`src/rtl/serlatch_pkg.sv`:
```
package serlatch_pkg;
  typedef struct packed {
    logic shiftEn;
    logic update;
    logic serBit;
  } ctrl_strobe_t;
endpackage

```
`src/rtl/serlatch_ctrl.sv`:
```
module serlatch_ctrl
  import serlatch_pkg::*;
#(
  parameter int SyncDepth = 2
) (
  input  logic         clk,
  input  logic         rstN,
  input  logic         serClk,
  input  logic         serData,
  input  logic         serStrobe,
  output ctrl_strobe_t strb
);
  localparam int Top = SyncDepth - 1;

  logic [SyncDepth-1:0] clkSync, datSync, stbSync;
  logic clkPrev, stbPrev;

  always_ff @(posedge clk or negedge rstN) begin
    if (!rstN) begin
      clkSync <= '0;
      datSync <= '0;
      stbSync <= '0;
      clkPrev <= 1'b0;
      stbPrev <= 1'b0;
    end else begin
      clkSync <= {clkSync[SyncDepth-2:0], serClk};
      datSync <= {datSync[SyncDepth-2:0], serData};
      stbSync <= {stbSync[SyncDepth-2:0], serStrobe};
      clkPrev <= clkSync[Top];
      stbPrev <= stbSync[Top];
    end
  end

  assign strb.shiftEn = clkSync[Top] & ~clkPrev;
  assign strb.update  = stbSync[Top] & ~stbPrev;
  assign strb.serBit  = datSync[Top];

  // an update request lasts exactly one system cycle per strobe edge
  a_r8_update_pulse: assert property (@(posedge clk) disable iff (!rstN)
    strb.update |=> !strb.update);

  // one shift per serial clock edge
  a_r2_shift_pulse: assert property (@(posedge clk) disable iff (!rstN)
    strb.shiftEn |=> !strb.shiftEn);
endmodule

```
`src/rtl/serlatch_datapath.sv`:
```
module serlatch_datapath
  import serlatch_pkg::*;
#(
  parameter int AddrW   = 6,
  parameter int NumChan = 48
) (
  input  logic                  clk,
  input  logic                  rstN,
  input  ctrl_strobe_t          strb,
  output logic [(1<<AddrW)-1:0] latchOut
);
  localparam int WordW = AddrW + 1;
  localparam int NumPos = 1 << AddrW;
  localparam logic [AddrW-1:0] LastAddr = AddrW'(NumChan);

  logic [WordW-1:0] shiftQ;
  logic [AddrW-1:0] addrField;
  logic dataField, clearAll;

  always_ff @(posedge clk or negedge rstN) begin
    if (!rstN) shiftQ <= '0;
    else if (strb.shiftEn) shiftQ <= {shiftQ[WordW-2:0], strb.serBit};
  end

  assign addrField = shiftQ[WordW-1:1];
  assign dataField = shiftQ[0];
  assign clearAll  = strb.update && (addrField == '0);

  for (genvar i = 0; i < NumPos; i++) begin : g_latch
    if (i >= 1 && i <= NumChan) begin : g_live
      logic bitQ;
      always_ff @(posedge clk or negedge rstN) begin
        if (!rstN) bitQ <= 1'b0;
        else if (clearAll) bitQ <= 1'b0;
        else if (strb.update && addrField == AddrW'(i)) bitQ <= dataField;
      end
      assign latchOut[i] = bitQ;
    end else begin : g_tied
      assign latchOut[i] = 1'b0;
    end
  end

  // no strobe edge means the latch bank holds
  a_r2_hold_without_strobe: assert property (@(posedge clk) disable iff (!rstN)
    !strb.update |=> $stable(latchOut));

  // addressed latch takes the data bit
  a_r3_addressed_write: assert property (@(posedge clk) disable iff (!rstN)
    (strb.update && addrField != '0 && addrField <= LastAddr)
    |=> latchOut[$past(addrField)] == $past(dataField));

  // other latches are untouched
  a_r3_others_kept: assert property (@(posedge clk) disable iff (!rstN)
    (strb.update && addrField != '0 && addrField <= LastAddr)
    |=> ((latchOut ^ $past(latchOut)) & ~(NumPos'(1) << $past(addrField))) == '0);

  // clear-all command
  a_r4_clear_all: assert property (@(posedge clk) disable iff (!rstN)
    clearAll |=> latchOut == '0);

  // out-of-range writes ignored, unused positions stay zero
  a_r6_ignored_write: assert property (@(posedge clk) disable iff (!rstN)
    (strb.update && addrField > LastAddr) |=> $stable(latchOut));
  a_r6_unused_zero: assert property (@(posedge clk) disable iff (!rstN)
    !latchOut[0] && ((latchOut >> (NumChan + 1)) == '0));

  // bank is clear when reset is released
  a_r5_reset_clear: assert property (@(posedge clk)
    $rose(rstN) |-> latchOut == '0);
endmodule

```
`src/rtl/serial_latch_bank.sv`:
```
module serial_latch_bank
  import serlatch_pkg::*;
#(
  parameter int AddrW     = 6,
  parameter int NumChan   = 48,
  parameter int SyncDepth = 2
) (
  input  logic                  clk,
  input  logic                  rstN,
  input  logic                  serClk,
  input  logic                  serData,
  input  logic                  serStrobe,
  output logic [(1<<AddrW)-1:0] latchOut
);
  ctrl_strobe_t strb;

  serlatch_ctrl #(.SyncDepth(SyncDepth)) i_ctrl (
    .clk(clk), .rstN(rstN), .serClk(serClk), .serData(serData),
    .serStrobe(serStrobe), .strb(strb)
  );

  serlatch_datapath #(.AddrW(AddrW), .NumChan(NumChan)) i_dp (
    .clk(clk), .rstN(rstN), .strb(strb), .latchOut(latchOut)
  );
endmodule

```
`config.mk`:
```
export PLATFORM = sky130hd
export DESIGN_NAME = serial_latch_bank
export DESIGN_NICKNAME = d
export VERILOG_FILES = /design/src/rtl/serlatch_pkg.sv /design/src/rtl/serlatch_ctrl.sv /design/src/rtl/serlatch_datapath.sv /design/src/rtl/serial_latch_bank.sv
export SDC_FILE = /design/constraint.sdc
export NUM_CORES = 1
export LEC_CHECK = 0
export BUFFER_PORTS_ARGS = -buffer_cell sky130_fd_sc_hd__clkbuf_2
export CORE_MARGIN = 5
export CORE_UTILIZATION = 50
export CTS_CLUSTER_DIAMETER = 60
export DETAILED_ROUTE_END_ITERATION = 12
export PLACE_DENSITY_LB_ADDON = 0.25
export SYNTH_ARGS = -nofsm -noshare
export SYNTH_HDL_FRONTEND = slang
export SYNTH_HIERARCHICAL = 1
export SYNTH_SLANG_ARGS = --single-unit
```
`constraint.sdc`:
```
create_clock -name clk -period 3.95 [get_ports clk]
set_input_delay 0.395 -clock clk [delete_from_list [all_inputs] [get_ports clk]]
set_output_delay 0.395 -clock clk [all_outputs]
set_load 0.1 [all_outputs]
```
==> run summary, run 1 <==
antenna-violating nets left - 0
synthesized area - 3510 um^2
Synth Warn # - 6
most common flop cell mapped by yosys - dfrtp_1
worst hold slack - 0.172 ns
outcome - complete, no violations
vias in the first global route - 2,314
Async SR Flop Fraction - 100%
Initial Util - 51.6%
Ant. Diodes - 0
total number of vias - 2,446
EDFF count, synth - 0
routed len/inst - 16.0 um
DP HPWL - 4.81 mm
first-pass GRT wire length - 11.5 mm
setup TNS - 0 ns
top cell type's share of synthesized area - 45.0%
io pins - 69
CTS Root Cell - clkbuf_8
top cells by area, synth - dfrtp_1, buf_4, o21ai_0, a21oi_1, mux2_2
sequential area share after synthesis - 45.0%
Final period util - 58.6%
slew margin rel. - 32.0%
Post-Place Cells - 425
Num Clock Sinks - 63
origin of the critical flop-to-flop path - i_dp/shiftQ[2]$_DFFE_PN0P_
Fmax - 432 MHz
synthesized instance count - 354
Critical Path Start - i_dp/shiftQ[2]$_DFFE_PN0P_
Critical Path Sink - i_dp/g_latch[29].g_live.bitQ$_DFFE_PN0P_
met3 wire len - 421 um
CP Data Required Time - 4.16 ns
post-CTS setup buffers - 0
GRT Total Usage - 16.6%
Layout Nets - 345
TritonCTS clock tree - yes
DR top layer - met4
TritonCTS Buffers - 9
1st-iter DRT viols - 149
crit path max fanout - 35
die width - 93.8 um
die height - 93.8 um
initial antenna violation count - 0
die footprint - 8790 um^2
Crit. End Element - register
GRT Residual Overflow - 0
final setup fails - 0
Clock Tree Buf Depth - 2
R2R depth - 4
final count of pins violating max slew - 0
wl on met1 - 3.27 mm
Reg2Reg Capture Point - i_dp/g_latch[29].g_live.bitQ$_DFFE_PN0P_
min Tclk post-route - 2.32 ns
clk_lat worst skew - 0.33 ns
Setup Skew - 0.0118 ns
library cells used by synthesis - 44
leading area contributor after synthesis - dfrtp_1
clk slew on worst S/H paths - 0.07 ns
Hold-fix buffers, CTS - 0
fin cells - 441
Placer Congestion - 0.881
Hold WC Path Type - primary input to register
CTS-repair resized insts - 0
RSZ-0062 raised after global routing - false
synth-to-layout area growth - 1.07%
Worst Setup Start Kind - register
met2 wire len - 3.32 mm
Worst Tran Pin Value - 1.02 ns
Cell Rows - 30
core area - 6790 um^2
drt pass-1 iters - 4
r2r setup slk - 1.63 ns
total of max-cap violations - 0
CTS HTree Levels - 3
CP arrival - 2.52 ns
DRC - 0
Hold Crit Start - serStrobe
total wire length - 7.07 mm
flops & latches, synth - 63
share of layout cells above drive strength 1 - 27.0%
drt via density - 5.55
final hold viol count - 0
Post-Syn Area per Cell - 9.91 um^2
largest net degree at the start of global routing - 43
Fillers - 627
Setup Crit Path Kind - register to register
Port-buffer cells - 52
[cell usage after synthesis (5+ instances only)]
| cell | count |
|---|---|
| a21oi_1 | 30 |
| a22o_1 | 10 |
| buf_4 | 65 |
| clkbuf_1 | 24 |
| dfrtp_1 | 63 |
| mux2_2 | 10 |
| nand2_1 | 6 |
| nand3_1 | 21 |
| nand4_1 | 11 |
| nor2b_1 | 6 |
| o21ai_0 | 33 |
| o31ai_1 | 8 |
| or4bb_1 | 5 |
[layout by cell type, fill, tap and decap left out, types with 4 or more instances in the layout]
cell type,count
dfrtp_1,63
clkbuf_2,52
o21ai_0,33
a21oi_1,30
nand3_1,21
conb_1,16
nand4_1,11
clkbuf_8,10
mux2_2,10
a22o_1,10
o31ai_1,8
nand2_1,6
nor2b_1,6
or4bb_1,5
buf_4,5
and4b_1,4
nand4b_1,4
o41ai_1,4
nor4bb_1,4
[kinds of logic (layout without fill, tap and decap cells)]
family | after synthesis | in the layout | share of synthesized area [%]
other | 1 | 16 | 0.107
buffers and inverters | 100 | 76 | 18.3
DFF | 63 | 63 | 45.0
muxes | 10 | 10 | 3.21
AOI/OAI and AO/OA | 91 | 91 | 15.6
and+or+nand+nor | 89 | 89 | 17.9
[area by class of cell]
class	instances	area (um^2)	share of cell area, %
clock buffers	12	145	4.09
repair buffers	57	298	8.40
inverters	3	11.3	0.318
flip-flops and latches	63	1580	44.5
multi-input cells	206	1350	38.1
clock inverters	4	45.0	1.27
well taps	96	120	3.39
[worst min-delay path by stage]
stage / to / slack (ns) / depth (start not counted)
finish: i_ctrl/stbSync[0]$_DFF_PN0_ / 0.17 / 1
global route: i_ctrl/stbSync[0]$_DFF_PN0_ / 0.15 / 1
CTS: i_ctrl/datSync[0]$_DFF_PN0_ / 0.15 / 1
detailed placement: i_ctrl/stbSync[1]$_DFF_PN0_ / 0.34 / 0
global placement: i_ctrl/stbSync[1]$_DFF_PN0_ / 0.33 / 0
floorplan: i_ctrl/clkPrev$_DFF_PN0_ / 0.1 / 0
[flip-flops by register name, indices dropped and copies added, names as in the netlist]
signal	count
i_ctrl/stbPrev	1
i_dp/shiftQ	7
i_dp/g_latch.g_live.bitQ	48
i_ctrl/clkSync	2
i_ctrl/clkPrev	1
i_ctrl/stbSync	2
i_ctrl/datSync	2
[per-layer routing]
layer / GRT usage, % / up-vias
met3: 3.21 / 6
met4: 6.62 / 0
li1: - / 1167
met1: 23.9 / 1201
met2: 24.4 / 72
met5: 0 / -
[critical path: stages, from the launching register on]
cell and delay, ns:
dfrtp_1 0.69, or4_4 0.73, nor2_2 0.38, buf_4 0.32
a21oi_1 0.07
[stage by stage]
step	util [%]	setup WS [ns]	cell area, um^2
floorplan	-	2.16	3560
global placement	49.4	1.72	3350
CTS	52.2	1.62	3540
finish	52.2	1.63	3540
detailed placement	49.4	1.64	3350
global route	52.2	1.46	3540
Power of run 1 is not shown: default switching activity piles up to over one toggle a cycle in this logic, so the estimate is an artifact.
==> run 2, diff against run 1 <==
clock period = 1.9 ns   (was 3.95 ns; I/O delays follow)
==> run 2 against run 1 <==
Against the previous run: worst setup slack worse by 1.5 ns; global-route usage up 1.2 points; worst hold slack better by 0.18 ns; flip-flop and latch count unchanged; final area up 7.1%; highest routed layer unchanged; core utilization up 3.7 points.
==> run summary, run 2 (synthesized netlist as in run 1, its figures left out) <==
crit-path cells - nor2b_4, or3b_2, nor4_1, mux2_2
Critical Path Start - i_ctrl/stbPrev$_DFF_PN0_
CP Data Required Time - 2.12 ns (-2.04 ns)
final count of pins violating max slew - 0 (unchanged)
Slowest cell on crit path - or3b_2
CTS Root Cell - clkbuf_8
1st-iter DRT viols - 133 (-11%)
met3 wire len - 466 um (+11%)
Placer Congestion - 0.781 (-11%)
Setup Skew - 0.00947 ns (-0.00231 ns)
routed len/inst - 16.1 um (+0.12%)
Worst Setup Start Kind - register
wl on met1 - 3.33 mm (+2.0%)
Num Clock Sinks - 63 (unchanged)
Cell Rows - 30 (unchanged)
Initial Util - 51.6% (unchanged)
initial antenna violation count - 0 (unchanged)
GRT Total Usage - 17.7% (+1.2 points)
RSZ-0062 raised after global routing - false
CTS HTree Levels - 3 (unchanged)
synth-to-layout area growth - 8.28%
min Tclk post-route - 1.76 ns (-0.552 ns)
commonest non-fill, non-tap cells in the layout - dfrtp_1, clkbuf_2, o21ai_0
Clock Tree Buf Depth - 2 (unchanged)
vias in the first global route - 2,489 (+7.6%)
drt pass-1 iters - 4 (unchanged)
Worst Tran Pin Value - 0.579 ns (-0.441 ns)
die footprint - 8790 um^2 (unchanged)
DRC - 0 (unchanged)
Final period util - 92.9% (+34 points)
total wire length - 7.42 mm (+4.9%)
Fillers - 623 (-0.64%)
GRT Residual Overflow - 0 (unchanged)
CP max stage delay - 0.53 ns (-0.20 ns)
Ant. Diodes - 0 (unchanged)
Layout Nets - 366 (+6.1%)
Top reg by flops - i_dp/g_latch.g_live.bitQ
share of layout cells above drive strength 1 - 30.9% (+3.9 points)
most common cell after layout, fill and taps aside - dfrtp_1
antenna-violating nets left - 0 (unchanged)
slew margin rel. - 60.9% (+29 points)
Hold Crit Start - i_ctrl/clkSync[0]$_DFF_PN0_
DP HPWL - 4.83 mm (+0.47%)
drt via density - 5.51 (-0.60%)
Hold WC Path Type - register to register
io pins - 69 (unchanged)
largest net degree at the start of global routing - 64 (+49%)
clk slew on worst S/H paths - 0.07 ns (about the same)
die width - 93.8 um (unchanged)
TritonCTS clock tree - yes
DR top layer - met4
final hold viol count - 0 (unchanged)
biggest regs - i_dp/g_latch.g_live.bitQ (48), i_dp/shiftQ (7)
crit path max fanout - 6 (-83%)
Port-buffer cells - 52 (unchanged)
first-pass GRT wire length - 12.3 mm (+6.4%)
core area - 6790 um^2 (unchanged)
outcome - complete, no violations
CP arrival - 1.99 ns (-0.53 ns)
die height - 93.8 um (unchanged)
TritonCTS Buffers - 9 (unchanged)
total of max-cap violations - 0 (unchanged)
final setup fails - 0 (unchanged)
Fmax - 567 MHz (+31%)
Largest register FFs - 48 (unchanged)
setup TNS - 0 ns (unchanged)
clk_lat worst skew - 0.34 ns (about the same)
origin of the critical flop-to-flop path - i_ctrl/stbPrev$_DFF_PN0_
Setup Crit Path Kind - register to register
total number of vias - 2,547 (+4.1%)
met2 wire len - 3.52 mm (+5.8%)
Crit. End Element - register
[run 2: cell count changes in the layout (fill, tap and decap cells not counted), sizes merged]
cell	previous run	this run
dlygate4sd3	0	4
clkinvlp	0	1
inv	3	4
buf	5	22
bufinv	1	3
clkbuf	64	61
clkinv	3	2
[run 2: final cells by class]
| class | instances | area, um^2 | share of cell area [%] |
|---|---|---|---|
| Sequential cell | 63 | 1580 | 41.5 |
| Multi-Input combinational cell | 206 | 1360 | 35.7 |
| Timing Repair Buffer | 78 | 490 | 12.9 |
| Clock buffer | 9 | 124 | 3.26 |
| Clock inverter | 7 | 120 | 3.16 |
| Tap cell | 96 | 120 | 3.16 |
| Inverter | 3 | 11.3 | 0.297 |
[run 2: layer usage]
layer,up-vias,global-route usage (%)
met1,1251,23.8
met3,9,3.53
li1,1208,-
met4,0,7.70
met5,-,0
met2,79,27.7
[run 2: worst max-delay path: cells and delay by family, from the launching register on]
family        cells  cell delay (ns)
simple gates      3             0.89
flops             1             0.40
mux               1             0.37
[run 2: what timing repair did]
action,CTS,global route
setup buffers,0,0
hold endpoints to repair,66,0
resized for setup,0,1
setup endpoints to repair,0,1
hold buffers,4,0
[run 2: per-stage QoR]
| stage | cells | util [%] | hold WS [ns] | instance area, um^2 | worst slack (ns) |
|---|---|---|---|---|---|
| 5_1_grt | 462 | 55.9 | 0.369 | 3800 | 0.0623 |
| 6_report | 462 | 55.9 | 0.354 | 3800 | 0.136 |
| 3_5_place_dp | 442 | 51.6 | 0.234 | 3510 | 0.139 |
| 4_1_cts | 462 | 55.8 | 0.358 | 3790 | 0.143 |
| 3_3_place_gp | 442 | 51.6 | 0.231 | 3510 | 0.188 |
| 2_1_floorplan | 369 | - | -0.106 | 3560 | 0.115 |
[run 2: final timing paths]
| path | end | slack (ns) | depth (start not counted) |
|---|---|---|---|
| min in group asynchronous | i_dp/g_latch[13].g_live.bitQ$_DFFE_PN0P_ | 0.41 | 3 |
| worst max register to register | i_dp/g_latch[2].g_live.bitQ$_DFFE_PN0P_ | 0.14 | 4 |
| max in group asynchronous | i_dp/g_latch[36].g_live.bitQ$_DFFE_PN0P_ | 1.23 | 3 |
| worst min-delay path | i_ctrl/clkSync[1]$_DFF_PN0_ | 0.35 | 0 |
| worst min register to register | i_ctrl/clkSync[1]$_DFF_PN0_ | 0.35 | 0 |
| worst max-delay path | i_dp/g_latch[2].g_live.bitQ$_DFFE_PN0P_ | 0.14 | 4 |
Power of run 2 is left out for the same reason.
